==> src/rtl/spl_pkg.sv <==
package spl_pkg;
  // Default geometry of the programming word.
  localparam int unsigned DEF_N_W    = 14;
  localparam int unsigned DEF_SW_W   = 2;
  localparam int unsigned DEF_SYNC   = 2;
endpackage

==> src/rtl/spl_rst_sync.sv <==
// Reset conditioner: asserts asynchronously, deasserts on clk after STAGES edges.
module spl_rst_sync #(
  parameter int unsigned STAGES = 2
) (
  input  logic clk,
  input  logic rst_ni,
  output logic rst_no
);
  logic [STAGES-1:0] chain_q;
  logic [STAGES-1:0] chain_d;

  always_comb begin
    chain_d = {chain_q[STAGES-2:0], 1'b1};
  end

  always_ff @(posedge clk or negedge rst_ni) begin
    if (!rst_ni) begin
      chain_q <= '0;
    end else begin
      chain_q <= chain_d;
    end
  end

  assign rst_no = chain_q[STAGES-1];
endmodule

==> src/rtl/spl_sync.sv <==
// Multi-bit flop synchronizer; every bit sees the same number of stages so
// signals that arrive together also leave together.
module spl_sync #(
  parameter int unsigned WIDTH  = 3,
  parameter int unsigned STAGES = 2
) (
  input  logic             clk,
  input  logic             rst_ni,
  input  logic [WIDTH-1:0] d_i,
  output logic [WIDTH-1:0] q_o
);
  logic [WIDTH-1:0] stage_q [STAGES];
  logic [WIDTH-1:0] stage_d [STAGES];

  for (genvar s = 0; s < STAGES; s++) begin : g_stage
    if (s == 0) begin : g_first
      assign stage_d[s] = d_i;
    end else begin : g_next
      assign stage_d[s] = stage_q[s-1];
    end
  end

  always_ff @(posedge clk or negedge rst_ni) begin
    if (!rst_ni) begin
      for (int s = 0; s < STAGES; s++) begin
        stage_q[s] <= '0;
      end
    end else begin
      for (int s = 0; s < STAGES; s++) begin
        stage_q[s] <= stage_d[s];
      end
    end
  end

  assign q_o = stage_q[STAGES-1];
endmodule

==> src/rtl/spl_shift_reg.sv <==
// Edge detector on the synchronized serial clock and the serial shift register.
module spl_shift_reg #(
  parameter int unsigned W = 16
) (
  input  logic         clk,
  input  logic         rst_ni,
  input  logic         sclk_i,
  input  logic         sdat_i,
  output logic         stb_o,
  output logic [W-1:0] sr_o
);
  logic         sclk_prev_q;
  logic         sclk_prev_d;
  logic [W-1:0] sr_q;
  logic [W-1:0] sr_d;
  logic         shift_en;

  // Next-state logic
  always_comb begin
    shift_en    = sclk_i & ~sclk_prev_q;
    sclk_prev_d = sclk_i;
    sr_d        = sr_q;
    if (shift_en) begin
      sr_d = {sr_q[W-2:0], sdat_i};
    end
  end

  // Registers
  always_ff @(posedge clk or negedge rst_ni) begin
    if (!rst_ni) begin
      sclk_prev_q <= 1'b0;
      sr_q        <= '0;
    end else begin
      sclk_prev_q <= sclk_prev_d;
      if (shift_en) begin
        sr_q <= sr_d;
      end
    end
  end

  assign stb_o = shift_en;
  assign sr_o  = sr_q;
endmodule

==> src/rtl/spl_hold_reg.sv <==
// Holding register: copies the shift register while enabled, holds otherwise.
module spl_hold_reg #(
  parameter int unsigned W = 16
) (
  input  logic         clk,
  input  logic         rst_ni,
  input  logic         en_i,
  input  logic [W-1:0] d_i,
  output logic [W-1:0] q_o
);
  logic [W-1:0] hold_q;
  logic [W-1:0] hold_d;

  always_comb begin
    hold_d = en_i ? d_i : hold_q;
  end

  always_ff @(posedge clk or negedge rst_ni) begin
    if (!rst_ni) begin
      hold_q <= '0;
    end else begin
      if (en_i) begin
        hold_q <= hold_d;
      end
    end
  end

  assign q_o = hold_q;
endmodule

==> src/rtl/spl_prog_reg.sv <==
// Serial-load programming register: top level.
module spl_prog_reg
  import spl_pkg::*;
#(
  parameter int unsigned N_W         = DEF_N_W,
  parameter int unsigned SW_W        = DEF_SW_W,
  parameter int unsigned SYNC_STAGES = DEF_SYNC
) (
  input  logic            clk,
  input  logic            rst_ni,
  input  logic            ser_clk_i,
  input  logic            ser_data_i,
  input  logic            load_en_i,
  output logic [N_W-1:0]  div_n_o,
  output logic [SW_W-1:0] switch_o
);
  localparam int unsigned W     = N_W + SW_W;
  localparam int unsigned IN_W  = 3;
  localparam int unsigned I_CLK = 0;
  localparam int unsigned I_DAT = 1;
  localparam int unsigned I_EN  = 2;

  logic            rst_n_s;
  logic            en_raw;
  logic [IN_W-1:0] pins_raw;
  logic [IN_W-1:0] pins_s;
  logic            sclk_s;
  logic            dat_s;
  logic            en_s;
  logic            shift_stb;
  logic [W-1:0]    sr_q;
  logic [W-1:0]    hold_q;

  spl_rst_sync #(.STAGES(SYNC_STAGES)) u_rst (
    .clk    (clk),
    .rst_ni (rst_ni),
    .rst_no (rst_n_s)
  );

  // A floating enable (X or Z) reads as high, like a pulled-up pin; any
  // driven level passes through unchanged.
  always_comb begin
    en_raw = (load_en_i !== 1'b0);
  end

  assign pins_raw = {en_raw, ser_data_i, ser_clk_i};

  spl_sync #(.WIDTH(IN_W), .STAGES(SYNC_STAGES)) u_sync (
    .clk    (clk),
    .rst_ni (rst_n_s),
    .d_i    (pins_raw),
    .q_o    (pins_s)
  );

  assign sclk_s = pins_s[I_CLK];
  assign dat_s  = pins_s[I_DAT];
  assign en_s   = pins_s[I_EN];

  spl_shift_reg #(.W(W)) u_shift (
    .clk    (clk),
    .rst_ni (rst_n_s),
    .sclk_i (sclk_s),
    .sdat_i (dat_s),
    .stb_o  (shift_stb),
    .sr_o   (sr_q)
  );

  spl_hold_reg #(.W(W)) u_hold (
    .clk    (clk),
    .rst_ni (rst_n_s),
    .en_i   (en_s),
    .d_i    (sr_q),
    .q_o    (hold_q)
  );

  // The first bits shifted in sit at the top of the word: switches above N.
  assign switch_o = hold_q[W-1 -: SW_W];
  assign div_n_o  = hold_q[N_W-1:0];
endmodule

==> config.mk <==
export PLATFORM = sky130hd
export DESIGN_NAME = spl_prog_reg
export DESIGN_NICKNAME = d
export VERILOG_FILES = /design/src/rtl/spl_pkg.sv /design/src/rtl/spl_rst_sync.sv /design/src/rtl/spl_sync.sv /design/src/rtl/spl_shift_reg.sv /design/src/rtl/spl_hold_reg.sv /design/src/rtl/spl_prog_reg.sv
export SDC_FILE = /design/constraint.sdc
export NUM_CORES = 1
export LEC_CHECK = 0
export CORE_ASPECT_RATIO = 0.7
export CORE_MARGIN = 5
export CORE_UTILIZATION = 30
export CTS_BUF_LIST = sky130_fd_sc_hd__clkbuf_16
export CTS_CLUSTER_SIZE = 16
export DETAILED_ROUTE_END_ITERATION = 10
export RECOVER_POWER = 100
export SYNTH_ARGS = -nofsm -noshare
export SYNTH_HDL_FRONTEND = slang
export SYNTH_SLANG_ARGS = --single-unit
==> constraint.sdc <==
create_clock -name clk -period 2.8 [get_ports clk]
set_clock_uncertainty 0.1 [all_clocks]
set_input_delay 0.56 -clock clk [delete_from_list [all_inputs] [get_ports clk]]
set_output_delay 0.56 -clock clk [all_outputs]
set_load 0.02 [all_outputs]
==> results.toml <==
[die]
dieArea_mm2 = 0.00648
io_pins = 21
fp.coreArea_mm2 = 0.00478
dieWidth_um = 94.1
start_util_pct = 31.1
rows = 21
die_y_um = 68.9

[setup_path]
arrival_ns = 1.30
max_stage_delay_ns = 0.65
cp-start-kind = "flip-flop"
critPathTopFamily = "buffers and inverters"
crit_chain = "dlygate4sd3_1"
crit_required_ns = 2.14
crit_slowest_cell = "dlygate4sd3_1"
critPathKind = "reg2out"
cp_num_buf_inv = 1
worstSetupEndpointType = "primary output"
cp_max_fo = 2

[sta]
rsz0062_at_grt = "false"
setup_ws_ns = 0.841
min_period_ns = 1.96
fmax_mhz = 510
fin_crit_sh_pct = 70.0
setup_tns_ns = 0
finalSetupViolCount = 0
worstMarginPinSlew_ns = 0.869
relSlewSlack_pct = 41.8
slew_violations = 0
hold_viol = 0

[clocking]
cts-root-buf = "clkbuf_16"
cts.sinks = 41
clock_latency_ns = 0.28
h-tree-depth = 2
cts_buffer_depth = 2
ctsHoldBuffers = 0
cts.clk_slew.worst_paths_ns = 0.06
cts.repair.resized = 0
numCtsBuffers = 5
cts_tree = "built"
cts_setup_buffers = 0

[place]
dp_slack_ns = 1.19
numPortBuffers = 20
placed_cells = 165
dpl_cell_area_mm2 = 0.00174
dp.final_hpwl_mm = 1.44
routabilityCongestion = 0.648

[route]
drt_first_iter_violations = 10
drc_errors = 0
wl_per_cell_um = 12.8
via_per_inst = 4.13
postRouteAntennaNets = 0
first_pass_iters = 2
vias = 714
routed_wl_mm = 2.21

[yosys]
async_reset_ff_share_pct = 100
synth_edf_count = 0
synth_area_leaders = "dfrtp_1, mux2_2, mux2_4"
yosys.area.top_type = "dfrtp_1"
synth-main-ff-cell = "dfrtp_1"
syn_nets = 84
synth_cell_types = 9
ys_seq_area_share_pct = 69.1
yosysMostFrequentCell = "dfrtp_1"
syn_area_per_cell_um2 = 18.8
ys_warn_count = 0
synth.top_cell.area_share_pct = 69.1
synth_common_cells = "dfrtp_1, mux2_2, mux2_4"
synthCells = 79
synth_seq_cells = 41
synth_area_mm2 = 0.00149

[grt]
grt_pass1_wl_mm = 3.76
grt-ovfl-total = 0
grt_pass1_vias = 747
grt_max_degree = 40
grt_use_total_pct = 8.10
grt_antenna_before_repair = 0

[status]
outcome = "finished, final reports clean"

[pwr]
sequentialPowerShare_pct = 45.0
p_sw_uw = 544
leakage_nw = 0.848
finalPower_mw = 2.02
power.density_mw_per_mm2 = 1080
irDropWorstVdd_v = 0.000380
cell_internal_pwr_mw = 1.48
clkPwrFrac_pct = 30.7
swShare_pct = 26.9
combPwrFrac_pct = 24.3

[final_layout]
area_growth_pct = 25.4
finalNetCount = 108
antenna_cells = 0
final_area_mm2 = 0.00186
drive_above_1_share_pct = 30.8
stdcell_count = 173
fillCellCount = 473
multiInputGateArea_um2 = 380
regArea_mm2 = 0.00103

[min_path]
hp-class = "reg2async"

[job]
maxCapViolCount = 0
## layer usage
layer	wire length, µm	GRT usage (%)	share of wire, %	up-vias
li1	-	-	-	316
met1	1030	9.81	47	376
met2	1010	11.7	46	18
met3	116	3.69	5.2	4
met4	56	5.41	2.5	0
met5	0	0	0	-
## final timing paths
kind / startpoint / cells after the start / end / slack, ns
setup / recovery: u_hold.q_o[10] / 1 / div_n_o[10] / 0.84
min in group clk: u_sync.stage_d[2] / 0 / u_sync.q_o[2] / 0.25
hold / removal: u_rst.chain_q[1] / 1 / u_shift.sr_o[4] / 0.19
hold reg to reg: u_rst.chain_q[1] / 1 / u_shift.sr_o[4] / 0.19
setup reg to reg: u_shift.sclk_prev_q / 2 / u_shift.sr_o[15] / 1.12
max in group asynchronous: rst_ni / 1 / u_rst.chain_q[0] / 2.06
## registers in the layout, indices dropped and copies added, names as in the netlist
signal and cells:
u_sync.stage_d 3, u_sync.q_o 3, u_hold.q_o 16, u_rst.chain_q 2, u_shift.sclk_prev_q 1, u_shift.sr_o 16
## placed cells by master, fill, tap and decap left out, drive strengths merged
master and count:
mux2 32, dlygate4sd3 20, clkbuf 5, dfrtp 41, inv 1, clkinv 1, buf 1, nor2b 1
bufinv 1, conb 1
## metrics by stage
step	hold slack, ns	utilization (%)
3_3_place_gp	0.197	36.3
3_5_place_dp	0.207	36.3
6_report	0.188	39.0
4_1_cts	0.214	39.7
2_1_floorplan	0.164	-
5_1_grt	0.256	39.0
## power by group through the flow
| stage | sequential, mW | combinational [mW] | clock, mW |
|---|---|---|---|
| floorplan | 1.02 | 0.233 | 0 |
| global placement | 0.921 | 0.576 | 0 |
| detailed placement | 0.935 | 0.582 | 0 |
| CTS | 0.928 | 0.584 | 0.643 |
| global route | 0.940 | 0.530 | 0.665 |
| finish | 0.909 | 0.491 | 0.621 |
## layout make-up
type / count / share of cell area [%]
well taps: 69 / 4.63
clock buffers: 5 / 6.72
clock inverters: 3 / 2.01
repair buffers: 21 / 11.1
flip-flops and latches: 41 / 55.1
multi-input cells: 34 / 20.4
## cell families after synthesis
family | Yosys count | share of synthesized area (%)
other | 1 | 0.252
buffers and inverters | 4 | 2.95
multiplexers | 32 | 26.8
AND/OR/NAND/NOR | 1 | 0.926
flip-flops | 41 | 69.1
Note: power is estimated with default switching activity, not from simulation.
